==> src/rtl/spline_pkg.sv <==
package spline_pkg;

    typedef enum logic [0:0] {
        ST_IDLE = 1'b0,
        ST_RUN  = 1'b1
    } gen_state_e;

    localparam int unsigned NUM_COEF   = 4;
    localparam int unsigned COEF_SEL_W = $clog2(NUM_COEF);
    localparam int unsigned WORD_SEL_W = 2;

    function automatic int unsigned words_for(input int unsigned width,
                                              input int unsigned word_w);
        return (width + word_w - 1) / word_w;
    endfunction

endpackage

==> src/rtl/spline_ctrl.sv <==
module spline_ctrl
    import spline_pkg::*;
(
    input  logic       clk,
    input  logic       rst,
    input  logic       trig,
    output logic       load,
    output logic       advance,
    output gen_state_e state
);

    gen_state_e state_q;
    gen_state_e state_d;

    // Next-state decision: T_START, T_WAIT, T_RELOAD, T_STEP
    always_comb begin
        state_d = state_q;
        unique case (state_q)
            ST_IDLE: state_d = trig ? ST_RUN : ST_IDLE;
            ST_RUN:  state_d = ST_RUN;
            default: state_d = ST_IDLE;
        endcase
    end

    always_ff @(posedge clk) begin
        if (rst) state_q <= ST_IDLE;
        else     state_q <= state_d;
    end

    // Output process
    always_comb begin
        load    = 1'b0;
        advance = 1'b0;
        unique case (state_q)
            ST_IDLE: load = trig;
            ST_RUN: begin
                load    = trig;
                advance = !trig;
            end
            default: begin
                load    = 1'b0;
                advance = 1'b0;
            end
        endcase
    end

    assign state = state_q;

    // any trigger leaves the controller running
    p_start_run_r5: assert property (@(posedge clk) disable iff (rst)
        trig |=> (state == ST_RUN));

    // once running, only reset returns to idle
    p_run_sticky_r9: assert property (@(posedge clk) disable iff (rst)
        (state == ST_RUN) |=> (state == ST_RUN));

    // reset returns to idle
    p_reset_idle_r1: assert property (@(posedge clk)
        rst |=> (state == ST_IDLE));

endmodule

==> src/rtl/coef_shadow.sv <==
module coef_shadow
    import spline_pkg::*;
#(
    parameter int unsigned COEF_W   = 32,
    parameter int unsigned WORD_W   = 16,
    parameter int unsigned COEF_IDX = 0
) (
    input  logic                  clk,
    input  logic                  rst,
    input  logic                  wr_en,
    input  logic [COEF_SEL_W-1:0] wr_coef,
    input  logic [WORD_SEL_W-1:0] wr_word,
    input  logic [WORD_W-1:0]     wr_data,
    output logic [COEF_W-1:0]     value
);

    localparam int unsigned NW = words_for(COEF_W, WORD_W);
    localparam logic [COEF_SEL_W-1:0] MY_SEL = COEF_SEL_W'(COEF_IDX);

    logic hit;
    assign hit = wr_en && (wr_coef == MY_SEL);

    always_ff @(posedge clk) begin
        if (rst) begin
            value <= '0;
        end else if (hit) begin
            for (int w = 0; w < NW; w++) begin
                if (wr_word == WORD_SEL_W'(w))
                    value[w*WORD_W +: WORD_W] <= wr_data;
            end
        end
    end

    // a coefficient not addressed keeps its shadow
    p_shadow_hold_r3: assert property (@(posedge clk) disable iff (rst)
        !hit |=> $stable(value));

    // reset clears the shadow
    p_shadow_clear_r1: assert property (@(posedge clk)
        rst |=> (value == '0));

endmodule

==> src/rtl/spline_stage.sv <==
module spline_stage #(
    parameter int unsigned ACC_W = 32,
    parameter int unsigned OUT_W = 16
) (
    input  logic             clk,
    input  logic             rst,
    input  logic             load,
    input  logic             advance,
    input  logic [ACC_W-1:0] load_val,
    input  logic [ACC_W-1:0] feed,
    output logic [OUT_W-1:0] upper
);

    logic [ACC_W-1:0] acc;

    always_ff @(posedge clk) begin
        if (rst)          acc <= '0;
        else if (load)    acc <= load_val;
        else if (advance) acc <= acc + feed;
    end

    // Only the most significant bits leave the stage
    generate
        if (OUT_W == ACC_W) begin : g_full
            assign upper = acc;
        end else begin : g_top
            assign upper = acc[ACC_W-1 -: OUT_W];
        end
    endgenerate

    // without load or step the accumulator holds
    p_hold_r2: assert property (@(posedge clk) disable iff (rst)
        (!load && !advance) |=> $stable(acc));

    // a load takes the shadow value
    p_load_r5: assert property (@(posedge clk) disable iff (rst)
        load |=> (acc == $past(load_val)));

endmodule

==> src/rtl/spline_gen.sv <==
module spline_gen
    import spline_pkg::*;
#(
    parameter int unsigned W0     = 16,
    parameter int unsigned W1     = 32,
    parameter int unsigned W2     = 48,
    parameter int unsigned W3     = 48,
    parameter int unsigned WORD_W = 16
) (
    input  logic                             clk,
    input  logic                             rst,
    input  logic                             wr_en,
    input  logic [COEF_SEL_W+WORD_SEL_W-1:0] wr_addr,
    input  logic [WORD_W-1:0]                wr_data,
    input  logic                             trig,
    output logic [W0-1:0]                    sample_out
);

    localparam int unsigned ADDR_W = COEF_SEL_W + WORD_SEL_W;

    logic [COEF_SEL_W-1:0] sel_coef;
    logic [WORD_SEL_W-1:0] sel_word;
    assign sel_coef = wr_addr[ADDR_W-1 -: COEF_SEL_W];
    assign sel_word = wr_addr[WORD_SEL_W-1:0];

    logic [W0-1:0] sh0;
    logic [W1-1:0] sh1;
    logic [W2-1:0] sh2;
    logic [W3-1:0] sh3;

    logic [W0-1:0] up1;
    logic [W1-1:0] up2;
    logic [W2-1:0] up3;

    logic       load;
    logic       advance;
    gen_state_e state;

    spline_ctrl u_ctrl (
        .clk     (clk),
        .rst     (rst),
        .trig    (trig),
        .load    (load),
        .advance (advance),
        .state   (state)
    );

    coef_shadow #(.COEF_W(W0), .WORD_W(WORD_W), .COEF_IDX(0)) u_sh0 (
        .clk(clk), .rst(rst), .wr_en(wr_en), .wr_coef(sel_coef),
        .wr_word(sel_word), .wr_data(wr_data), .value(sh0));
    coef_shadow #(.COEF_W(W1), .WORD_W(WORD_W), .COEF_IDX(1)) u_sh1 (
        .clk(clk), .rst(rst), .wr_en(wr_en), .wr_coef(sel_coef),
        .wr_word(sel_word), .wr_data(wr_data), .value(sh1));
    coef_shadow #(.COEF_W(W2), .WORD_W(WORD_W), .COEF_IDX(2)) u_sh2 (
        .clk(clk), .rst(rst), .wr_en(wr_en), .wr_coef(sel_coef),
        .wr_word(sel_word), .wr_data(wr_data), .value(sh2));
    coef_shadow #(.COEF_W(W3), .WORD_W(WORD_W), .COEF_IDX(3)) u_sh3 (
        .clk(clk), .rst(rst), .wr_en(wr_en), .wr_coef(sel_coef),
        .wr_word(sel_word), .wr_data(wr_data), .value(sh3));

    // Each stage adds the upper bits of the stage above it
    spline_stage #(.ACC_W(W0), .OUT_W(W0)) u_st0 (
        .clk(clk), .rst(rst), .load(load), .advance(advance),
        .load_val(sh0), .feed(up1), .upper(sample_out));
    spline_stage #(.ACC_W(W1), .OUT_W(W0)) u_st1 (
        .clk(clk), .rst(rst), .load(load), .advance(advance),
        .load_val(sh1), .feed(up2), .upper(up1));
    spline_stage #(.ACC_W(W2), .OUT_W(W1)) u_st2 (
        .clk(clk), .rst(rst), .load(load), .advance(advance),
        .load_val(sh2), .feed(up3), .upper(up2));
    spline_stage #(.ACC_W(W3), .OUT_W(W2)) u_st3 (
        .clk(clk), .rst(rst), .load(load), .advance(advance),
        .load_val(sh3), .feed('0), .upper(up3));

    // output is zero after reset
    p_reset_zero_r1: assert property (@(posedge clk)
        rst |=> (sample_out == '0));

    // idle without trigger keeps the output
    p_idle_hold_r2: assert property (@(posedge clk) disable iff (rst)
        ((state == ST_IDLE) && !trig) |=> $stable(sample_out));

    // the sample after a trigger is the shadow constant term
    p_trig_load_r5: assert property (@(posedge clk) disable iff (rst)
        trig |=> (sample_out == $past(sh0)));

    // a step with zero upper slope bits leaves the output alone
    p_lsb_drop_r7: assert property (@(posedge clk) disable iff (rst)
        (advance && (up1 == '0)) |=> $stable(sample_out));

endmodule

==> config.mk <==
export PLATFORM = sky130hd
export DESIGN_NAME = spline_gen
export DESIGN_NICKNAME = d
export VERILOG_FILES = /design/src/rtl/spline_pkg.sv /design/src/rtl/spline_ctrl.sv /design/src/rtl/coef_shadow.sv /design/src/rtl/spline_stage.sv /design/src/rtl/spline_gen.sv
export SDC_FILE = /design/constraint.sdc
export NUM_CORES = 1
export LEC_CHECK = 0
export ABC_AREA = 0
export ABC_CLOCK_PERIOD_IN_PS = 3000
export CAP_MARGIN = 20
export CELL_PAD_IN_SITES_DETAIL_PLACEMENT = 1
export CELL_PAD_IN_SITES_GLOBAL_PLACEMENT = 2
export CORE_MARGIN = 2
export CORE_UTILIZATION = 35
export DETAILED_ROUTE_END_ITERATION = 8
export DONT_BUFFER_PORTS = 1
export GPL_TIMING_DRIVEN = 0
export PLACE_DENSITY = 0.76
export SLEW_MARGIN = 20
export SYNTH_ARGS = -nofsm -noshare
export SYNTH_HDL_FRONTEND = slang
export SYNTH_SLANG_ARGS = --single-unit
==> constraint.sdc <==
create_clock -name clk -period 3 [get_ports clk]
set_clock_uncertainty 0.15 [all_clocks]
set_input_delay 0.45 -clock clk [delete_from_list [all_inputs] [get_ports clk]]
set_output_delay 0.45 -clock clk [all_outputs]
set_load 0.02 [all_outputs]
# --- Word level (Yosys, flattened, before mapping) ---
# Index checks and enable logic that the tools add are counted.
totals:
  reg_bits: 289
  in_bits: 24
  output_inout_bits: 16
  wordCells: 50
op_classes:
  addsub: 3
  eq_ne: 5
  n_mux: 10
  bitwise_logic: 1
  n_reduce_logical: 17
ops:
  columns: ["op", "count"]
  rows:
  - ["$mux 48", 3]
  - ["$mux 32", 2]
  - ["$add 48x48->48", 1]
  - ["$add 32x32->32", 1]
  - ["$mux 16", 2]
  - ["$reduce_and 2->1", 9]
  - ["$add 16x16->16", 1]
  - ["$eq 2x2->1 const B", 3]
  - ["$eq 2x1->1 const B", 2]
  - ["$logic_and 1x1->1", 4]
  - ["$logic_not 2->1", 2]
  - ["$mux 1", 2]
  - ["$pmux 1 s2", 1]
  - ["$reduce_bool 2->1", 1]
  - ["$logic_not 1->1", 1]
  - ["$not 1->1", 1]

# --- Logic depth before layout (Yosys ltp) ---
# Gate-level depths: netlist of run 1.
logic_depth:
  word_depth: 4
  depth_mapped: 12
  ltp_nobuf: 12

# --- Hierarchy ---
# From an unflattened synthesis of run 1, not the netlist that was laid out.
hier_totals:
  cells_unflattened: 2497
  hier_area_um2: 20773.7
modules_own_cells:
  columns: ["mod", "instances", "cells_per_inst", "area_per_inst_um2", "seq_area_each_um2"]
  rows:
  - ["spline_stage (u_st2)", 1, 673, 5094.9, 960.9]
  - ["spline_stage (u_st3)", 1, 620, 4699.5, 960.9]
  - ["spline_stage (u_st1)", 1, 463, 3443.3, 640.6]
  - ["coef_shadow (u_sh2)", 1, 178, 1976.9, 960.9]
  - ["coef_shadow (u_sh3)", 1, 178, 1966.9, 960.9]
  - ["spline_stage (u_st0)", 1, 184, 1446.4, 320.3]
  - ["coef_shadow (u_sh1)", 1, 125, 1362.6, 640.6]
  - ["coef_shadow (u_sh0)", 1, 71, 735.7, 320.3]
  - ["spline_ctrl", 1, 4, 43.8, 20.0]
  - ["spline_gen", 1, 1, 3.8, 0.0]

# --- Worst setup path after synthesis of run 1 ---
# No wires, ideal clock.
synth_path:
  path_kind: "register to register"
  startpoint: "reg u_st0.acc[0], in the netlist u_st0.upper[0]"
  endpoint: "reg u_st0.acc[14], in the netlist u_st0.upper[14]"
  setup_ps: 138
  arrival_time_ps: 2586
  required_ps: 2712
  slack_ps: 127
  stages_incl_launch_ff: 12
  n_path_buf: 0
  synth_period_minus_slack_ps: 2873
  path_cell_list: "dfxtp_1 -> ha_1 -> inv_1 -> fa_1 -> nor2b_1 -> o21a_1 -> o21ai_0 -> a311oi_1 -> o31ai_1 -> a211o_1 -> a2111oi_0 -> a2111oi_0"
synth_via:
  elab_chain_len: 3
synth_rtl:
  columns: ["item", "line", "text"]
  rows:
  - ["from (decl)", "spline_stage.sv:14", "logic [ACC_W-1:0] acc;"]
  - ["from (signal assigned)", "spline_stage.sv:18", "else if (load) acc <= load_val;"]
  - ["from (signal assigned)", "spline_stage.sv:19", "else if (advance) acc <= acc + feed;"]
  - ["$add 16x16->16", "spline_stage.sv:19", null]
  - ["$mux 16", "spline_stage.sv:19", null]
  - ["$mux 16", "spline_stage.sv:18", null]
# Every way passes these cells. The select of a mux whose other input is x is not followed.
# A chain may end at the register's enable or synchronous reset.

# --- Worst setup path after layout of run 1 ---
layout_path:
  startpoint: "reg u_st3.acc[8], in the netlist u_st3.upper[8]"
  endpoint: "reg u_st2.acc[27]"
layout_via:
  elab_chain_len: 3
layout_rtl:
  columns: ["item", "line"]
  rows:
  - ["from (decl)", "spline_stage.sv:14"]
  - ["from (signal assigned)", "spline_stage.sv:18"]
  - ["from (signal assigned)", "spline_stage.sv:19"]
  - ["$add 48x48->48", "spline_stage.sv:19"]
  - ["$mux 48", "spline_stage.sv:19"]
  - ["$mux 48", "spline_stage.sv:18"]
  - ["to (signal assigned)", "spline_stage.sv:18"]
  - ["to (signal assigned)", "spline_stage.sv:19"]
  - ["to (decl)", "spline_stage.sv:14"]
# Every way passes these cells. The select of a mux whose other input is x is not followed.

==> flow_summary.toml, run 1 <==
[run_status]
status = "finished clean"

[global_route]
use_met1_pct = 39.6
grt_max_degree = 13
antenna_found_initial = 3
grtUsageTotal_pct = 28.8
grt_pass1_vias = 15500
met2_usage_pct = 44.9
grt_overflow = 0
grt_first_pass_wirelength_um = 100000
grt.busiest_layer = "met2"
met3_usage_pct = 5.29

[clocking]
cts_tree = "built"
cts_buffers = 35
cts_root_buf = "clkbuf_16"
postCtsHoldBufs = 0
clkLatencyLatePin_ps = 550
cts.sinks = 289
htreeDepth = 2
cts_buffer_depth = 3
clk_pin_slew_ps = 60

[finish]
final_cells = 2701
utilization_pct = 41.8
final_common_cell = "nand2_1"
fill_cells = 5351
drive_gt1_share_pct = 11.5
syn_to_final_growth_pct = 17.7
nets = 2203
fin_area_um2 = 18600
final_cell_mix = "nand2_1, a21oi_1, dfxtp_1"

[synthesis]
muxShareOfSynthArea_pct = 4.61
synth_xor_area_share_pct = 3.99
ys_seq_area_share_pct = 36.6
syn-cell-area_um2 = 15800
synth.avg_cell_area_um2 = 7.81
synthAdderAreaFrac_pct = 7.75
synth_top_area_share_pct = 36.6
syn_nets = 2143
yosysWarnings = 0
synth_area_leaders = "dfxtp_1, a21oi_1, nand2_1, ha_1, mux2i_1"
synth_edf_count = 0
synth-simple-area-share_pct = 19.5
synth.distinct_cells = 68
post-synth-top-area-cell = "dfxtp_1"
yosys_most_used_dff = "dfxtp_1"
synth_compound_area_share_pct = 23.0
synth_cells = 2023
ys_ff_latch = 289
synth_top_family_by_area = "compound AO/OA/AOI/OAI gates"
async_reset_ff_share_pct = 0

[route]
drt-initial-drc-count = 1147
routedWlPerCell_um = 25.3
viasPerCell = 5.69
route.detailed.drc = 0
routed_wl_um = 68400
firstDrtPassIters = 7
detail-route-antenna-nets = 0
vias = 15400

[worst_hold_path]
whs_path_depth = 3
worstHoldStart = "wr_addr[0]"
min_path_type = "input port to flop"
min_to = "u_sh2.value[15]"

[die]
start_util_pct = 35.6
dieArea_um2 = 46800
die_h_um = 216
rows = 77
coreArea_um2 = 44400
dieWidth_um = 216
ios = 40

[placement]
dpl_worst_slack_ps = -643
place_congestion = 0.923
port_buffers = 0
dp.cells = 2615
dp_hpwl_um = 49400
placed_cell_area_um2 = 16600

[pwr]
seq_power_share_pct = 42.9
comb_power_share_pct = 10.1
power.density_nw_per_um2 = 501
max-vdd-ir-drop_mv = 0.409
power.switching_mw = 2.55
intPower_mw = 6.76
netSwitchingFraction_pct = 27.3
leakage_nw = 6.89
finalPower_mw = 9.31
power_frac_clock_pct = 47.0

[timing]
worst_pin_slew_ps = 1260
tns_ps = 0
fmax_ghz = 0.339
slew_headroom_pct = 15.9
drv_slew = 0
postLayoutSetupSlackWorst_ps = 49.8
setup_viol = 0
grt_setup_unrepaired = "yes"
finalCriticalPeriod_ps = 2950
whs_ps = 38.8
finalHoldViolations = 0
post-route-period-util_pct = 98.3

[setup_path]
critical_path_class = "flop to flop"
crit_buf_inv = 1
startpoint_type = "flop"
worstPathRequired_ps = 3310
worstPathArrival_ps = 3260
r2r_end = "u_st2.acc[27]"
cp_slowest_stage_delay_ps = 510
r2r_start = "u_st3.upper[8]"
r2r_cells = 11
crit_chain = "ha_4 > buf_4 > nand3_1 > o211ai_1 > nor3_2 > a2111oi_4 > nand3_2 > o31ai_4 > xor2_1 > nand2_1 > a221oi_2"
reg2reg_setup_slack_ps = 50
critPathCaptureType = "flop"
crit_fanout = 4
slowest_stage = "a2111oi_4"
cp_top_family = "compound AO/OA/AOI/OAI gates"

[flow_run]
drv_cap = 0
[flip-flops by register name (all words and copies together), names as in the netlist]
register,cells
u_ctrl.state,1
u_sh0.value,16
u_sh1.value,32
u_sh2.value,48
u_sh3.value,48
u_st0.upper,16
u_st1.acc,32
u_st2.acc,48
u_st3.upper,48
[layout make-up]
| class | instances | area [um2] | area share, % |
|---|---|---|---|
| multi-input combinational | 1541 | 9910 | 53.3 |
| sequential | 289 | 5830 | 31.4 |
| clock buffer | 53 | 1060 | 5.68 |
| tap | 592 | 741 | 3.99 |
| buffer | 124 | 504 | 2.71 |
| inverter | 68 | 255 | 1.37 |
| timing repair buffer | 24 | 180 | 0.970 |
| clock inverter | 8 | 98.8 | 0.532 |
| antenna | 2 | 5.00 | 0.0269 |
[cell families (layout without fill, tap and decap cells)]
kind of cell,after synthesis,after routing
other,0,2
adder cells (fa/ha/maj),96,96
AND/OR/NAND/NOR,712,712
AO/OA/AOI/OAI,589,589
flip-flops,289,289
multiplexers,72,72
buffers and inverters,193,277
XOR/XNOR,72,72
[cells in the mapped netlist (12+ instances only)]
| cell type | n |
|---|---|
| nor2b_1 | 27 |
| a21o_1 | 33 |
| o21ai_0 | 61 |
| nand2_1 | 385 |
| a31oi_1 | 12 |
| xor2_1 | 29 |
| o22ai_1 | 19 |
| nor2_1 | 167 |
| buf_1 | 13 |
| nand2b_1 | 14 |
| dfxtp_1 | 289 |
| ha_1 | 93 |
| a21oi_1 | 306 |
| nand3_1 | 22 |
| mux2i_1 | 66 |
| nor3_1 | 29 |
| inv_1 | 67 |
| xnor2_1 | 43 |
| nor3b_1 | 20 |
| a221oi_1 | 31 |
| o21a_1 | 13 |
| clkbuf_1 | 110 |
| o21bai_1 | 20 |
| a211oi_1 | 26 |
[worst reg2reg max path: stages, from the launching register on]
cell	delay (ps)
dfxtp_2	350
ha_4	290
buf_4	120
nand3_1	80
o211ai_1	170
nor3_2	130
a2111oi_4	510
nand3_2	170
o31ai_4	330
xor2_1	230
nand2_1	90
a221oi_2	260
[per-layer routing]
layer	wire length (um)	share of wire, %
met3	4540	6.6
met5	0	0
met1	31700	46
met2	29800	44
met4	2330	3.4
[worst max-delay path by stage]
stage | start | endpoint | slack [ps] | depth (start not counted)
floorplan | u_st0.upper[0] | u_st0.upper[14] | 130 | 11
global placement | u_st3.upper[0] | u_st2.acc[30] | -540 | 12
detailed placement | u_st3.upper[0] | u_st2.acc[30] | -640 | 12
CTS | u_st2.acc[1] | u_st2.acc[35] | 2 | 10
global route | u_st2.acc[7] | u_st2.acc[27] | -100 | 10
finish | u_st3.upper[8] | u_st2.acc[27] | 50 | 11
[power groups by stage]
stage               clock network, mW  logic [mW]  registers [mW]
global route                     4.58       0.999            4.00
CTS                              4.43       0.909            3.99
finish                           4.38       0.936            4.00
global placement                    0       0.872            4.07
detailed placement                  0       0.888            4.08
floorplan                           0       0.524            4.04
[timing repair]
item,CTS,global route
buffers inserted,11,13
setup endpoints to repair,60,35
resized for setup,96,81
pin swaps,27,43
(Power assumes the default switching activity.)
==> run 2: changes to the inputs <==
--- a/config.mk
+++ b/config.mk
@@ -10,7 +10,7 @@
 export CAP_MARGIN = 20
 export CELL_PAD_IN_SITES_DETAIL_PLACEMENT = 1
 export CELL_PAD_IN_SITES_GLOBAL_PLACEMENT = 2
-export CORE_MARGIN = 2
+export CORE_MARGIN = 1.5
 export CORE_UTILIZATION = 35
 export DETAILED_ROUTE_END_ITERATION = 8
 export DONT_BUFFER_PORTS = 1
==> run 2 against run 1 <==
Global-route usage rose by 0.068 points. Final cell count rose by 0.67%. Sequential cell count did not move. Register-to-register slack got worse by 20 ps. Critical path type unchanged. Largest cell class unchanged. Highest routed layer unchanged.
==> flow_summary.toml, run 2 (synthesis gave the netlist of run 1 again) <==
[run_status]
status = "finished clean"

[setup_path]
critPathCaptureType = "flop"
slowest_stage = "a2111oi_4"
cp_slowest_stage_delay_ps = 430
cp_top_family = "compound AO/OA/AOI/OAI gates"
critical_path_class = "flop to flop"
worstPathRequired_ps = 3310
worstPathArrival_ps = 3290
crit_chain = "ha_4 > nand3_4 > buf_4 > a211oi_4 > nor2_2 > a2111oi_4 > nand3_2 > o31ai_4 > xor2_1 > nand2_1 > a221oi_2"
crit_fanout = 6
startpoint_type = "flop"
crit_buf_inv = 1

[die]
dieWidth_um = 215
die_h_um = 215
rows = 77
start_util_pct = 35.6
dieArea_um2 = 46400
ios = 40
coreArea_um2 = 44400

[route]
viasPerCell = 5.64
firstDrtPassIters = 5
detail-route-antenna-nets = 0
drt-initial-drc-count = 979
route.detailed.drc = 0
routedWlPerCell_um = 25.0
vias = 15300
routed_wl_um = 67900

[pwr]
max-vdd-ir-drop_mv = 0.327
power.density_nw_per_um2 = 491
leakage_nw = 6.97
finalPower_mw = 9.20

[placement]
place_congestion = 0.905
dp_hpwl_um = 49400
dpl_worst_slack_ps = -624
dp.cells = 2615
placed_cell_area_um2 = 16600
port_buffers = 0

[clocking]
htreeDepth = 2
clkLatencyLatePin_ps = 560
cts_buffer_depth = 3
cts_root_buf = "clkbuf_16"
postCtsHoldBufs = 0
cts.sinks = 289
cts_buffers = 37
clk_pin_slew_ps = 60
cts_tree = "built"

[timing]
finalHoldViolations = 0
post-route-period-util_pct = 99.1
postLayoutSetupSlackWorst_ps = 26.5
grt_setup_unrepaired = "yes"
tns_ps = 0
worst_pin_slew_ps = 1240
setup_viol = 0
fmax_ghz = 0.336
finalCriticalPeriod_ps = 2970
drv_slew = 0
whs_ps = 34.3
slew_headroom_pct = 17.6

[finish]
final_cells = 2719
nets = 2219
drive_gt1_share_pct = 12.4
syn_to_final_growth_pct = 18.6
utilization_pct = 42.2
final_cell_mix = "nand2_1, a21oi_1, dfxtp_1"
fin_area_um2 = 18700
final_common_cell = "nand2_1"

[global_route]
antenna_found_initial = 1
grt_pass1_vias = 15500
grt_first_pass_wirelength_um = 100000
grt_overflow = 0
grtUsageTotal_pct = 28.9
grt_max_degree = 12

[worst_hold_path]
min_path_type = "input port to flop"

[flow_run]
drv_cap = 0
## run 2: changes by cell type in the layout (fill, tap and decap cells not counted), sizes merged
cell and delta:
bufinv -2, buf +14, inv +2, clkbuf +3, clkinv +1
## run 2: path summary, 6_finish.rpt
check                                      from         endpoint  slack (ps)  depth (start not counted)
worst min register to register  u_sh3.value[37]  u_sh3.value[37]         310                          2
worst max-delay path             u_st3.upper[9]    u_st2.acc[27]          30                         11
worst min-delay path                 wr_addr[0]   u_sh3.value[2]          30                          3
worst max register to register   u_st3.upper[9]    u_st2.acc[27]          30                         11
## run 2: where the power goes
part | switching [mW] | internal (mW) | total [mW]
sequential | 0.0870 | 3.91 | 4.00
clock | 1.80 | 2.46 | 4.26
combinational | 0.684 | 0.257 | 0.942
## run 2: repair_timing
action / 4_1_cts / 5_1_grt
buffers inserted: 22 / 17
resized for setup: 115 / 72
pin swaps: 35 / 47
endpoints found under the setup margin: 56 / 52
## run 2: final cells by class
class	instances	area, um2
clock buffer	56	1070
tap	592	741
multi-input combinational	1541	9980
clock inverter	9	61.3
sequential	289	5830
buffer	123	499
antenna	2	5.00
inverter	68	255
timing repair buffer	39	297
fill	5355	25700
## run 2: per-layer routing
metal / routed length [um] / vias to the layer above / track usage, %
met4: 1790 / 0 / 7.51
met5: 0 / - / 0
li1: - / 7232 / -
met3: 3590 / 106 / 3.95
met2: 30300 / 377 / 46.5
met1: 32200 / 7618 / 40.5
## run 2: worst register-to-register path, cell delays in order, from the launching register on
cell,delay (ps)
dfxtp_2,340
ha_4,310
nand3_4,70
buf_4,160
a211oi_4,250
nor2_2,120
a2111oi_4,430
nand3_2,150
o31ai_4,340
xor2_1,220
nand2_1,90
a221oi_2,250
